[config.mk]
export PLATFORM = sky130hd
export DESIGN_NAME = ebus_seq
export DESIGN_NICKNAME = d
export VERILOG_FILES = /design/src/rtl/ebus_seq.sv
export SDC_FILE = /design/constraint.sdc
export NUM_CORES = 1
export LEC_CHECK = 0
export BUFFER_PORTS_ARGS = -buffer_cell sky130_fd_sc_hd__buf_2
export CORE_MARGIN = 8
export CORE_UTILIZATION = 38
export CTS_BUF_LIST = sky130_fd_sc_hd__clkbuf_16
export CTS_CLUSTER_SIZE = 40
export DETAILED_ROUTE_END_ITERATION = 8
export GPL_TIMING_DRIVEN = 0
export MAX_ROUTING_LAYER = met4
export PLACE_DENSITY_LB_ADDON = 0.15
export SLEW_MARGIN = 20
export SYNTH_ARGS = -nofsm -noshare
export SYNTH_HDL_FRONTEND = slang
export SYNTH_SLANG_ARGS = --single-unit
[constraint.sdc]
create_clock -name clk -period 6.7 [get_ports clk]
set_clock_uncertainty 0.1 [all_clocks]
set_input_delay 1.34 -clock clk [delete_from_list [all_inputs] [get_ports clk]]
set_output_delay 1.34 -clock clk [all_outputs]
set_load 0.005 [all_outputs]
[src/rtl/ebus_seq.sv]
module ebus_seq #(
  parameter int AW = 24
) (
  input  logic          clk,
  input  logic          rst_n,
  input  logic          req_valid,
  input  logic          req_write,
  input  logic [1:0]    req_size,
  input  logic [1:0]    req_space,
  input  logic [AW-1:0] req_addr,
  input  logic [31:0]   req_wdata,
  output logic          busy,
  output logic          done,
  output logic [31:0]   rdata,
  output logic [AW-1:0] bus_addr,
  output logic          as_n,
  output logic          rw,
  output logic [1:0]    siz,
  output logic [2:0]    fc,
  output logic [15:0]   dout,
  input  logic [15:0]   din,
  input  logic [1:0]    dsack_n,
  input  logic [1:0]    cs_dsack_n
);

  typedef enum logic [1:0] {IDLE, STRB, NEG} st_t;
  st_t st;

  logic [1:0]    s1, s2;
  logic [2:0]    cnt;
  logic [1:0]    sp;
  logic [AW-1:0] a;
  logic [31:0]   wbuf, rbuf;

  wire        odd  = a[0];
  wire        two  = s2[1] && !odd && (cnt > 3'd1);
  wire [2:0]  step = two ? 3'd2 : 3'd1;
  wire [7:0]  rb   = (s2[1] && odd) ? din[7:0] : din[15:8];
  wire [2:0]  nb   = {req_size == 2'b00, req_size};
  wire [2:0]  gap  = 3'd4 - nb;
  wire [5:0]  sh   = {gap, 3'b000};

  assign busy     = (st != IDLE);
  assign rdata    = rbuf;
  assign bus_addr = a;
  assign siz      = cnt[1:0];
  assign fc       = {1'b1, sp};
  assign dout     = (odd || cnt == 3'd1) ? {wbuf[31:24], wbuf[31:24]} : wbuf[31:16];

  always_ff @(posedge clk or negedge rst_n) begin
    if (!rst_n) begin
      s1 <= 2'b00;
      s2 <= 2'b00;
    end else begin
      s1 <= ~dsack_n | ~cs_dsack_n;
      s2 <= s1;
    end
  end

  always_ff @(posedge clk or negedge rst_n) begin
    if (!rst_n) begin
      st   <= IDLE;
      as_n <= 1'b1;
      rw   <= 1'b1;
      cnt  <= 3'd0;
      sp   <= 2'b01;
      a    <= '0;
      wbuf <= '0;
      rbuf <= '0;
      done <= 1'b0;
    end else begin
      done <= 1'b0;
      case (st)
        IDLE: if (req_valid) begin
          a    <= req_addr;
          cnt  <= nb;
          sp   <= (req_space == 2'b00) ? 2'b01 : req_space;
          rw   <= !req_write;
          wbuf <= req_wdata << sh;
          rbuf <= '0;
          as_n <= 1'b0;
          st   <= STRB;
        end
        STRB: if (s2 != 2'b00) begin
          as_n <= 1'b1;
          st   <= NEG;
          a    <= a + AW'(step);
          cnt  <= cnt - step;
          wbuf <= two ? (wbuf << 16) : (wbuf << 8);
          rbuf <= two ? {rbuf[15:0], din} : {rbuf[23:0], rb};
        end
        NEG: if (s2 == 2'b00) begin
          if (cnt == 3'd0) begin
            st   <= IDLE;
            done <= 1'b1;
          end else begin
            as_n <= 1'b0;
            st   <= STRB;
          end
        end
        default: st <= IDLE;
      endcase
    end
  end

  AST_RW_HELD: assert property (@(posedge clk) disable iff (!rst_n)
    (!as_n && !$past(as_n)) |-> ($stable(rw) && $stable(fc)));
  AST_COUNT_HELD: assert property (@(posedge clk) disable iff (!rst_n)
    (!as_n && !$past(as_n)) |-> ($stable(siz) && $stable(bus_addr)));
  AST_SPACE_LEGAL: assert property (@(posedge clk) disable iff (!rst_n)
    !as_n |-> (fc[2] && fc != 3'b100));
  AST_ACK_ENDS: assert property (@(posedge clk) disable iff (!rst_n)
    (!as_n && s2 != 2'b00) |=> as_n);
  AST_QUIET_START: assert property (@(posedge clk) disable iff (!rst_n)
    $fell(as_n) |-> ($past(s2) == 2'b00));
  AST_DONE_PULSE: assert property (@(posedge clk) disable iff (!rst_n)
    done |=> !done);
  AST_DONE_IDLE: assert property (@(posedge clk) disable iff (!rst_n)
    done |-> (!busy && as_n));

endmodule

Word-level counts from Yosys, hierarchy flattened
Index checks and enable logic that the tools add are counted.
{ "totals": {"input_bits": 84, "word_cells": 76, "output_inout_bits": 81, "reg_bits": 102} }
{ "op_classes": {"shift": 1, "reduce_logical": 19, "bitwise_logic": 3, "addsub": 3, "magnitude_cmp": 1, "eq_ne": 7, "mux": 31} }
{ "op_table": {"columns": ["op", "count"], "rows": [
  ["$mux W32", 6],
  ["$pmux W32 S2", 2],
  ["$mux W24", 2],
  ["$pmux W24 S2", 1],
  ["$shl A32 B6 Y32", 1],
  ["$add A24 B2 Y24", 1],
  ["$mux W8", 2],
  ["$mux W2", 5],
  ["$logic_not A2 Y1", 4],
  ["$mux W1", 8],
  ["$ne A2 B2 Y1 const B", 4],
  ["$mux W3", 2],
  ["$pmux W2 S3", 1],
  ["$pmux W3 S2", 1],
  ["$reduce_and A3 Y1", 2],
  ["$reduce_bool A2 Y1", 3],
  ["$reduce_and A5 Y1", 1],
  ["$not A2 Y2", 2],
  ["$eq A3 B1 Y1 const B", 1],
  ["$gt A3 B1 Y1 const B", 1],
  ["$logic_and A1 B1 Y1", 3],
  ["$logic_not A3 Y1", 1],
  ["$pmux W1 S3", 1],
  ["$reduce_bool A3 Y1", 1],
  ["8 further kinds", 9]
]} }

Depth between registers and ports, before layout
Gate-level depths: netlist of run 1.
{ "depth": {"word_depth": 7, "mapped_depth": 10} }

Worst setup path before layout of run 1
OpenSTA, ideal clock, no wires.
{ "synth_timing": {"kind": "input-to-reg", "start": "input req_size[0]", "end": "register wbuf[0]", "stages": 9, "t_required_ns": 6.533, "setup_ns": 0.067, "setup_slack_ns": 3.299, "t_arrival_ns": 3.234, "path_buffers": 4, "cell_sequence": "buf_2 buf_2 inv_1 ha_1 clkbuf_1 clkbuf_1 nor3_1 nand3_1 nand2_1"} }
{ "synth_between": {"elab_chain_len": 5} }
{ "synth_rtl": {"columns": ["item", "line_no", "source"], "rows": [
  ["start: declaration", "8", "input logic [1:0] req_size,"],
  ["$logic_not A2 Y1", "39", "wire [2:0] nb = {req_size == 2'b00, req_size};"],
  ["$sub A3 B3 Y3 (*)", "40", "wire [2:0] gap = 3'd4 - nb;"],
  ["$shl A32 B6 Y32 (*)", "79", "wbuf <= req_wdata << sh;"],
  ["$mux W32 (*)", "74", "IDLE: if (req_valid) begin"],
  ["$pmux W32 S2 (*)", "73", "case (st)"],
  ["end signal: assignment", "79", null],
  ["end signal: assignment", "89", "wbuf <= two ? (wbuf << 16) : (wbuf << 8);"],
  ["end: declaration", "33", "logic [31:0] wbuf, rbuf;"]
]} }
Mark *: on every way between the ends. The rest lies on a longest branch, timed or not. The select of a mux whose other input is x is not followed.
A chain may end at the register's enable or synchronous reset.

Final worst setup path of run 1
{ "layout_timing": {"start": "input req_size[0]", "end": "register wbuf[1]"} }
Same word-level chain as after synthesis.

==> results.toml, run 1 <==
[critical_path]
critPathRequiredTime_ns = 6.89
cp.arrival_ns = 3.96
start_kind = "input pin"
cp-end-kind = "flip-flop"
cp_max_fo = 10
ff2ff_setup_slack_ns = 3.26
worst-setup-path-type = "in -> reg"
r2r_cells = 10

[synthesis]
synth_seq_cells = 102
netlist_top_cells_count = "nand2_1, dfrtp_1, o21ai_0"
yosysMostFrequentCell = "nand2_1"
synth_cells = 642
ys_top_cells_by_area = "dfrtp_1, mux2i_1, nand2_1"
yosysSeqAreaShare_pct = 43.74
synth_nets = 731
synth.avg_cell_area_um2 = 9.103
synth_cell_type_count = 55
yosys.area.top_type = "dfrtp_1"
synth_edf_count = 0
synthArstFlopShare_pct = 100.0
netlist_area_mm2 = 0.005844
synthFlopType = "dfrtp_1"
synth_top_area_share_pct = 42.39
ys_warn_count = 0

[cells_and_area]
final_area_mm2 = 0.007247
nets = 905
syn2layout_area_growth_pct = 24.00
drive_gt1_share_pct = 30.09
n_fill_cell = 1508
n_antenna_cell = 0

[timing]
maxSlewHeadroom_pct = 34.57
hold_viol = 0
fin_setup_tns_ns = 0
fmax_ghz = 0.2654
rsz0062_at_grt = "no"
fin_ws_ns = 2.932
slew_viol_final = 0
hold_slack_ns = 0.2515
worst_slew_pin_slew_ns = 0.9740
min_period_ns = 3.768
min_period_over_period_pct = 56.24
setup_viol = 0

[hold_path]
whs_path_depth = 0
hold_path_class = "reg -> reg"

[power]
p_leak_nw = 3.468
power_density_mw_per_mm2 = 427.7
finalPower_w = 0.003100
peakVddDrop_uv = 150.1

[routing]
vias = 5639
post_drt_wl_per_cell_um = 19.55
viasPerCell = 5.589
dr.pass1.iters = 5
wirelength_mm = 19.73
drc = 0
dr.first_iter.drc_count = 522
detail-route-antenna-nets = 0

[floorplan]
initial_core_util_pct = 38.73
die_h_um = 140.0
coreArea_mm2 = 0.01509
io_pins = 165
die_w_um = 140.0
die_area_mm2 = 0.01960
row_count = 45

[clocking]
cts_tree = "yes"
cts_root_buf = "clkbuf_16"
cts_made_buffers = 9
cts_resized = 0
clkTransAtPathRegs_ns = 0.08
postCtsHoldBufs = 0
post_cts_buffers = 0
clk_latency_ns = 0.36
cts_buffer_depth = 2
clock-sinks = 102
cts_max_level = 3

[grt]
grt_max_degree = 67
grt_pass1_wl_mm = 31.04
grt_pass1_vias = 5784
overflow = 0
antenna_found_initial = 0
grt.total_usage_pct = 20.35

[run_status]
status = "completed"

[place]
post-place-ws_ns = 2.561
post-dp-hpwl_mm = 14.88
place.gp.congestion = 0.8985
placement.cell_area_mm2 = 0.006924
numPortBuffers = 162

[run]
max_cap_viol_count = 0
[power by group]
group / internal [W] / switching, W
Sequential: 0.000836 / 0.000230
Combinational: 0.000615 / 0.000847
Clock: 0.000303 / 0.000268
[logic make-up after synthesis]
kind of cell	Yosys count	share of synthesized area (%)
adder cells (fa/ha/maj)	5	1.199
buffers and inverters	65	5.887
flip-flops	102	43.74
AO/OA/AOI/OAI	178	20.40
XOR/XNOR	1	0.1499
other	1	0.06416
multiplexers	65	11.50
AND/OR/NAND/NOR	225	17.06
[final cells by class]
cell class	instances	area (um^2)	share of cell area (%)
timing repair buffer	163	844.6	11.65
tap	188	235.2	3.246
clock buffer	9	225.2	3.108
buffer	58	317.8	4.385
clock inverter	7	97.59	1.347
sequential	102	2556	35.27
inverter	7	26.28	0.3626
multi-input combinational	475	2944	40.62
[stage by stage]
step / std cells / utilization, %
after CTS: 1009 / 48.03
after floorplan: 642 / -
after global placement: 992 / 45.66
after global routing: 1009 / 48.03
final: 1009 / 48.03
after detailed placement: 993 / 45.89
[state kept, by name (all words and copies together) (netlist names)]
| signal | count |
|---|---|
| as_n | 1 |
| bus_addr | 24 |
| cnt | 3 |
| done | 1 |
| rdata | 32 |
| rw | 1 |
| s1 | 2 |
| s2 | 2 |
| sp | 2 |
| st | 2 |
| wbuf | 32 |
[metal layers]
layer	GRT usage (%)	up-vias	wire length [um]
met5	-	-	0
met4	6.400	0	286
met3	3.908	20	1254
met2	30.51	240	8826
met1	27.30	2716	9362
li1	-	2663	-
[critical path, stage by stage]
cell      delay, ns
buf_2          0.23
buf_2          0.36
inv_1          0.08
ha_1           0.30
clkbuf_1       0.24
clkbuf_1       0.30
nor3_1         0.85
nand3_1        0.16
nand2_1        0.11
[layout by cell type (no fill, tap or decap), drive strengths merged, types with 4 or more instances in the layout]
| master | instances |
|---|---|
| buf | 203 |
| a21oi | 30 |
| nor2 | 53 |
| o22ai | 7 |
| clkbuf | 27 |
| mux2i | 48 |
| and3 | 4 |
| o21ai | 54 |
| o32ai | 4 |
| nand4 | 4 |
| ha | 4 |
| dfrtp | 99 |
| a211oi | 19 |
| inv | 11 |
| nand3 | 18 |
| or3 | 7 |
| nand2 | 108 |
| a21o | 18 |
| mux2 | 17 |
| nor3 | 14 |
| a311oi | 20 |
| a31oi | 5 |
| a221oi | 8 |
[worst paths after layout]
kind	end	from
min in group asynchronous	sp[1]	rst_n
worst max-delay path	wbuf[1]	req_size[0]
worst max register to register	bus_addr[15]	cnt[1]
worst min register to register	s2[0]	s1[0]
worst min-delay path	s2[0]	s1[0]
max in group asynchronous	as_n	rst_n
No activity file was read; power rests on OpenSTA's default activity.
==> run 2, diff against run 1 <==
clock period = 3.4 ns   (was 6.7 ns; I/O delays follow)
==> results.toml, run 2 (synthesis gave the netlist of run 1 again) <==
[routing]
dr.pass1.iters = 5
vias = 5678
dr.first_iter.drc_count = 475
detail-route-antenna-nets = 0
wirelength_mm = 19.82
viasPerCell = 5.627
post_drt_wl_per_cell_um = 19.64
drc = 0

[floorplan]
die_area_mm2 = 0.01960
row_count = 45
initial_core_util_pct = 38.73
die_h_um = 140.0
die_w_um = 140.0
io_pins = 165
coreArea_mm2 = 0.01509

[power]
clockPowerShare_pct = 18.5
p_seq_share_pct = 34.4
p_int_w = 0.003460
peakVddDrop_uv = 296.4
p_switching_w = 0.002659
power_density_mw_per_mm2 = 843.9
p_leak_nw = 3.469
switching_share_pct = 43.45
p_comb_share_pct = 47.1

[timing]
min_period_ns = 3.166
hold_viol = 0
min_period_over_period_pct = 93.10
rsz0062_at_grt = "no"
maxSlewHeadroom_pct = 34.26
slew_viol_final = 0
fmax_ghz = 0.3159
worst_slew_pin_slew_ns = 0.9786
hold_slack_ns = 0.1115
setup_viol = 0
fin_setup_tns_ns = 0

[hold_path]
hold_path_class = "in -> async"

[critical_path]
crit_slowest_cell = "dfrtp_1"
worst-setup-path-type = "reg -> reg"
cp_slowest_stage_delay_ns = 0.48
cp.arrival_ns = 3.31
critPathRequiredTime_ns = 3.55
cp_cell_sequence = "nor2_1 > nor3b_4 > inv_2 > buf_2 > ha_1 > a21o_1 > nor3b_2 > nand3_1 > or2_0 > o221a_2"
cp-end-kind = "flip-flop"
start_kind = "flip-flop"
cp_max_fo = 12

[cells_and_area]
syn2layout_area_growth_pct = 24.08
final_common_cell = "buf_2"
drive_gt1_share_pct = 30.21
nets = 905
layout_common_cells = "buf_2, nand2_1, dfrtp_1, o21ai_0, nor2_1"
n_antenna_cell = 0

[clocking]
cts_root_buf = "clkbuf_16"
clk_latency_ns = 0.36
cts_buffer_depth = 2
clock-sinks = 102
postCtsHoldBufs = 0
clkTransAtPathRegs_ns = 0.08
cts_tree = "yes"
cts_made_buffers = 9
cts_max_level = 3

[run]
max_cap_viol_count = 0

[grt]
top_usage_layer = "met2"
overflow = 0
grt_max_degree = 67
grt_util_met2_pct = 30.61
antenna_found_initial = 0
met3_usage_pct = 3.908
grt.total_usage_pct = 20.37
grt_pass1_wl_mm = 31.08
gr-usage-met1_pct = 27.28
grt_pass1_vias = 5798

[place]
numPortBuffers = 162
place.gp.congestion = 0.8985
post-dp-hpwl_mm = 14.88

[run_status]
status = "completed"
## run 2: area by class of cell
type / instances / area, um^2
Tap cell: 188 / 235.2
Clock inverter: 7 / 97.59
Sequential cell: 102 / 2556
Fill cell: 1508 / 7838
Clock buffer: 9 / 225.2
Inverter: 7 / 26.28
Timing Repair Buffer: 163 / 844.6
Buffer: 58 / 317.8
Multi-Input combinational cell: 475 / 2949
## run 2: worst max-delay path: cells and delay by family, from the launching register on
| kind | cells | cell delay (ns) |
|---|---|---|
| buffers and inverters | 2 | 0.54 |
| adder cells (fa/ha/maj) | 1 | 0.27 |
| AO/OA/AOI/OAI | 2 | 0.37 |
| flip-flops | 1 | 0.48 |
| AND/OR/NAND/NOR | 5 | 1.30 |
## run 2: what timing repair did
item | CTS | global route
resized for setup | 1 | 0
setup endpoints to repair | 1 | 0
setup buffers | 0 | 0
## run 2: worst paths after layout
| kind | start | endpoint | slack (ns) | cells past startpoint |
|---|---|---|---|---|
| max reg2reg | cnt[1] | bus_addr[15] | 0.23 | 10 |
| max | cnt[1] | bus_addr[15] | 0.23 | 10 |
| max in group asynchronous | rst_n | as_n | 2.41 | 2 |
| min reg2reg | s1[0] | s2[0] | 0.25 | 0 |
| min | rst_n | sp[1] | 0.11 | 1 |
| min in group clk | s1[0] | s2[0] | 0.25 | 0 |
## run 2: per-stage QoR
| stage | worst slack (ns) | total power [W] | instance area, um^2 | cells | utilization, % |
|---|---|---|---|---|---|
| after CTS | 0.2369 | 0.006143 | 7252 | 1009 | 48.06 |
| final | 0.2344 | 0.006120 | 7252 | 1009 | 48.06 |
| after global routing | 0.05379 | 0.006560 | 7252 | 1009 | 48.06 |
| after detailed placement | -0.07926 | 0.004997 | 6924 | 993 | 45.89 |
| after global placement | -0.004828 | 0.004937 | 6890 | 992 | 45.66 |
| after floorplan | 0.6589 | 0.003849 | 5844 | 642 | - |
## run 2: metal layers
| metal | wire length, um | share of wire [%] | vias to the layer above |
|---|---|---|---|
| met4 | 273 | 1.4 | 0 |
| li1 | - | - | 2659 |
| met1 | 9274 | 47 | 2762 |
| met2 | 8983 | 45 | 234 |
| met3 | 1285 | 6.5 | 23 |
| met5 | 0 | 0 | - |
## run 2: power by group through the flow
stage	Clock [W]	Sequential [W]	Combinational (W)
CTS	0.00115	0.00209	0.00290
finish	0.00113	0.00210	0.00288
global placement	0	0.00209	0.00285
global route	0.00120	0.00217	0.00319
detailed placement	0	0.00211	0.00289
floorplan	0	0.00202	0.00183
==> run 3, diff against run 2 <==
CORE_ASPECT_RATIO = 0.7   (was unset)
CORE_MARGIN = 2   (was 8)
==> results.toml, run 3 (synthesis gave the netlist of run 1 again) <==
[routing]
detail-route-antenna-nets = 0
drt-met1-wl_mm = 9.545
post_drt_wl_per_cell_um = 19.18
dr.pass1.iters = 5
drc = 0
dr.first_iter.drc_count = 434
route.top_layer_used = "met4"
vias = 5719
wirelength_mm = 19.46
route.met2.wl_mm = 8.168
viasPerCell = 5.634
dr_wl_met3_mm = 1.581

[critical_path]
cp.arrival_ns = 3.35
ff2ff_setup_slack_ns = 0.17
critPathRequiredTime_ns = 3.53
crit_slowest_cell = "dfrtp_1"
worst-setup-path-type = "reg -> reg"
cp-end-kind = "flip-flop"
cp_cell_sequence = "nor2_1 > nor3b_4 > inv_2 > buf_2 > ha_1 > a21o_1 > nor3b_2 > nand3_1 > or2_0 > o221a_2"
start_kind = "flip-flop"
cp_max_fo = 12
cp_slowest_stage_delay_ns = 0.48

[place]
place.gp.congestion = 0.8954
post-place-ws_ns = -0.04438
post-dp-hpwl_mm = 14.52
numPortBuffers = 162

[timing]
slew_viol_final = 0
maxSlewHeadroom_pct = 47.81
fmax_ghz = 0.3100
rsz0062_at_grt = "no"
hold_slack_ns = 0.1914
min_period_ns = 3.226
setup_viol = 0
hold_viol = 0
min_period_over_period_pct = 94.87
worst_slew_pin_slew_ns = 0.7768
fin_ws_ns = 0.1743

[run]
max_cap_viol_count = 0

[cells_and_area]
finish.utilization_pct = 48.41
nets = 905
drive_gt1_share_pct = 29.76
n_antenna_cell = 0
final_common_cell = "buf_2"
syn2layout_area_growth_pct = 23.10
n_fill_cell = 1483
layout_common_cells = "buf_2, nand2_1, dfrtp_1, o21ai_0, nor2_1"

[clocking]
clk_latency_ns = 0.33
clkTransAtPathRegs_ns = 0.07
cts_made_buffers = 9
cts_max_level = 3
cts_buffer_depth = 2
clock-sinks = 102
post_cts_buffers = 0
cts_root_buf = "clkbuf_16"
cts_tree = "yes"

[grt]
grt_pass1_wl_mm = 30.46
grt.total_usage_pct = 24.23
grt_max_degree = 53
grt_pass1_vias = 5588
antenna_found_initial = 0
overflow = 0

[power]
power_density_mw_per_mm2 = 825.6
p_leak_nw = 3.434
peakVddDrop_uv = 362.7

[floorplan]
row_count = 37
io_pins = 165
die_w_um = 152.2
coreArea_mm2 = 0.01486
initial_core_util_pct = 39.33
die_area_mm2 = 0.01640
die_h_um = 107.8

[hold_path]
hold_path_class = "in -> async"

[run_status]
status = "completed"
[run 3: timing repair]
action,4_1_cts,5_1_grt
hold buffers,0,0
setup endpoints to repair,1,0
endpoints found under the hold margin,0,0
gates resized for setup,1,0
[run 3: path summary, 6_finish.rpt]
| check | start | end | cells past startpoint |
|---|---|---|---|
| worst min-delay path | rst_n | bus_addr[16] | 1 |
| min in group clk | s1[1] | s2[1] | 0 |
| worst min register to register | s1[1] | s2[1] | 0 |
| max in group asynchronous | rst_n | as_n | 2 |
| worst max-delay path | cnt[1] | bus_addr[15] | 10 |
| worst max register to register | cnt[1] | bus_addr[15] | 10 |
[run 3: routing by layer]
layer,track usage [%],up-vias
met2,34.20,249
met3,6.723,15
met4,5.340,0
met5,-,-
li1,-,2664
met1,34.64,2791
[run 3: power by group]
part,total (W),switching (W),internal (W)
Combinational,0.00289,0.00168,0.00121
Sequential,0.00212,0.000475,0.00165
Clock,0.000928,0.000444,0.000484
[run 3: final cells by class]
type | count | area [um^2] | area share (%)
timing repair buffer | 163 | 844.6 | 11.74
inverter | 7 | 26.28 | 0.3652
clock inverter | 6 | 31.28 | 0.4348
buffer | 58 | 317.8 | 4.417
tap | 195 | 244.0 | 3.391
multi-input combinational | 475 | 2949 | 40.99
clock buffer | 9 | 225.2 | 3.130
sequential | 102 | 2556 | 35.53
[run 3: stage by stage]
stage | power [W] | std cells | instance area (um^2) | TNS, ns
6_report | 0.005940 | 1015 | 7194 | 0
5_1_grt | 0.006378 | 1015 | 7194 | 0
4_1_cts | 0.005943 | 1015 | 7194 | 0
3_5_place_dp | 0.004986 | 1000 | 6933 | -0.04438
3_3_place_gp | 0.004917 | 999 | 6899 | -0.02652
2_1_floorplan | 0.003849 | 642 | 5844 | 0
[run 3: critical path, delay by kind of cell, from the launching register on]
kind	cells	cell delay, ns
simple gates	5	1.25
flops	1	0.48
fa+ha+maj	1	0.29
compound gates	2	0.37
buf+inv	2	0.60
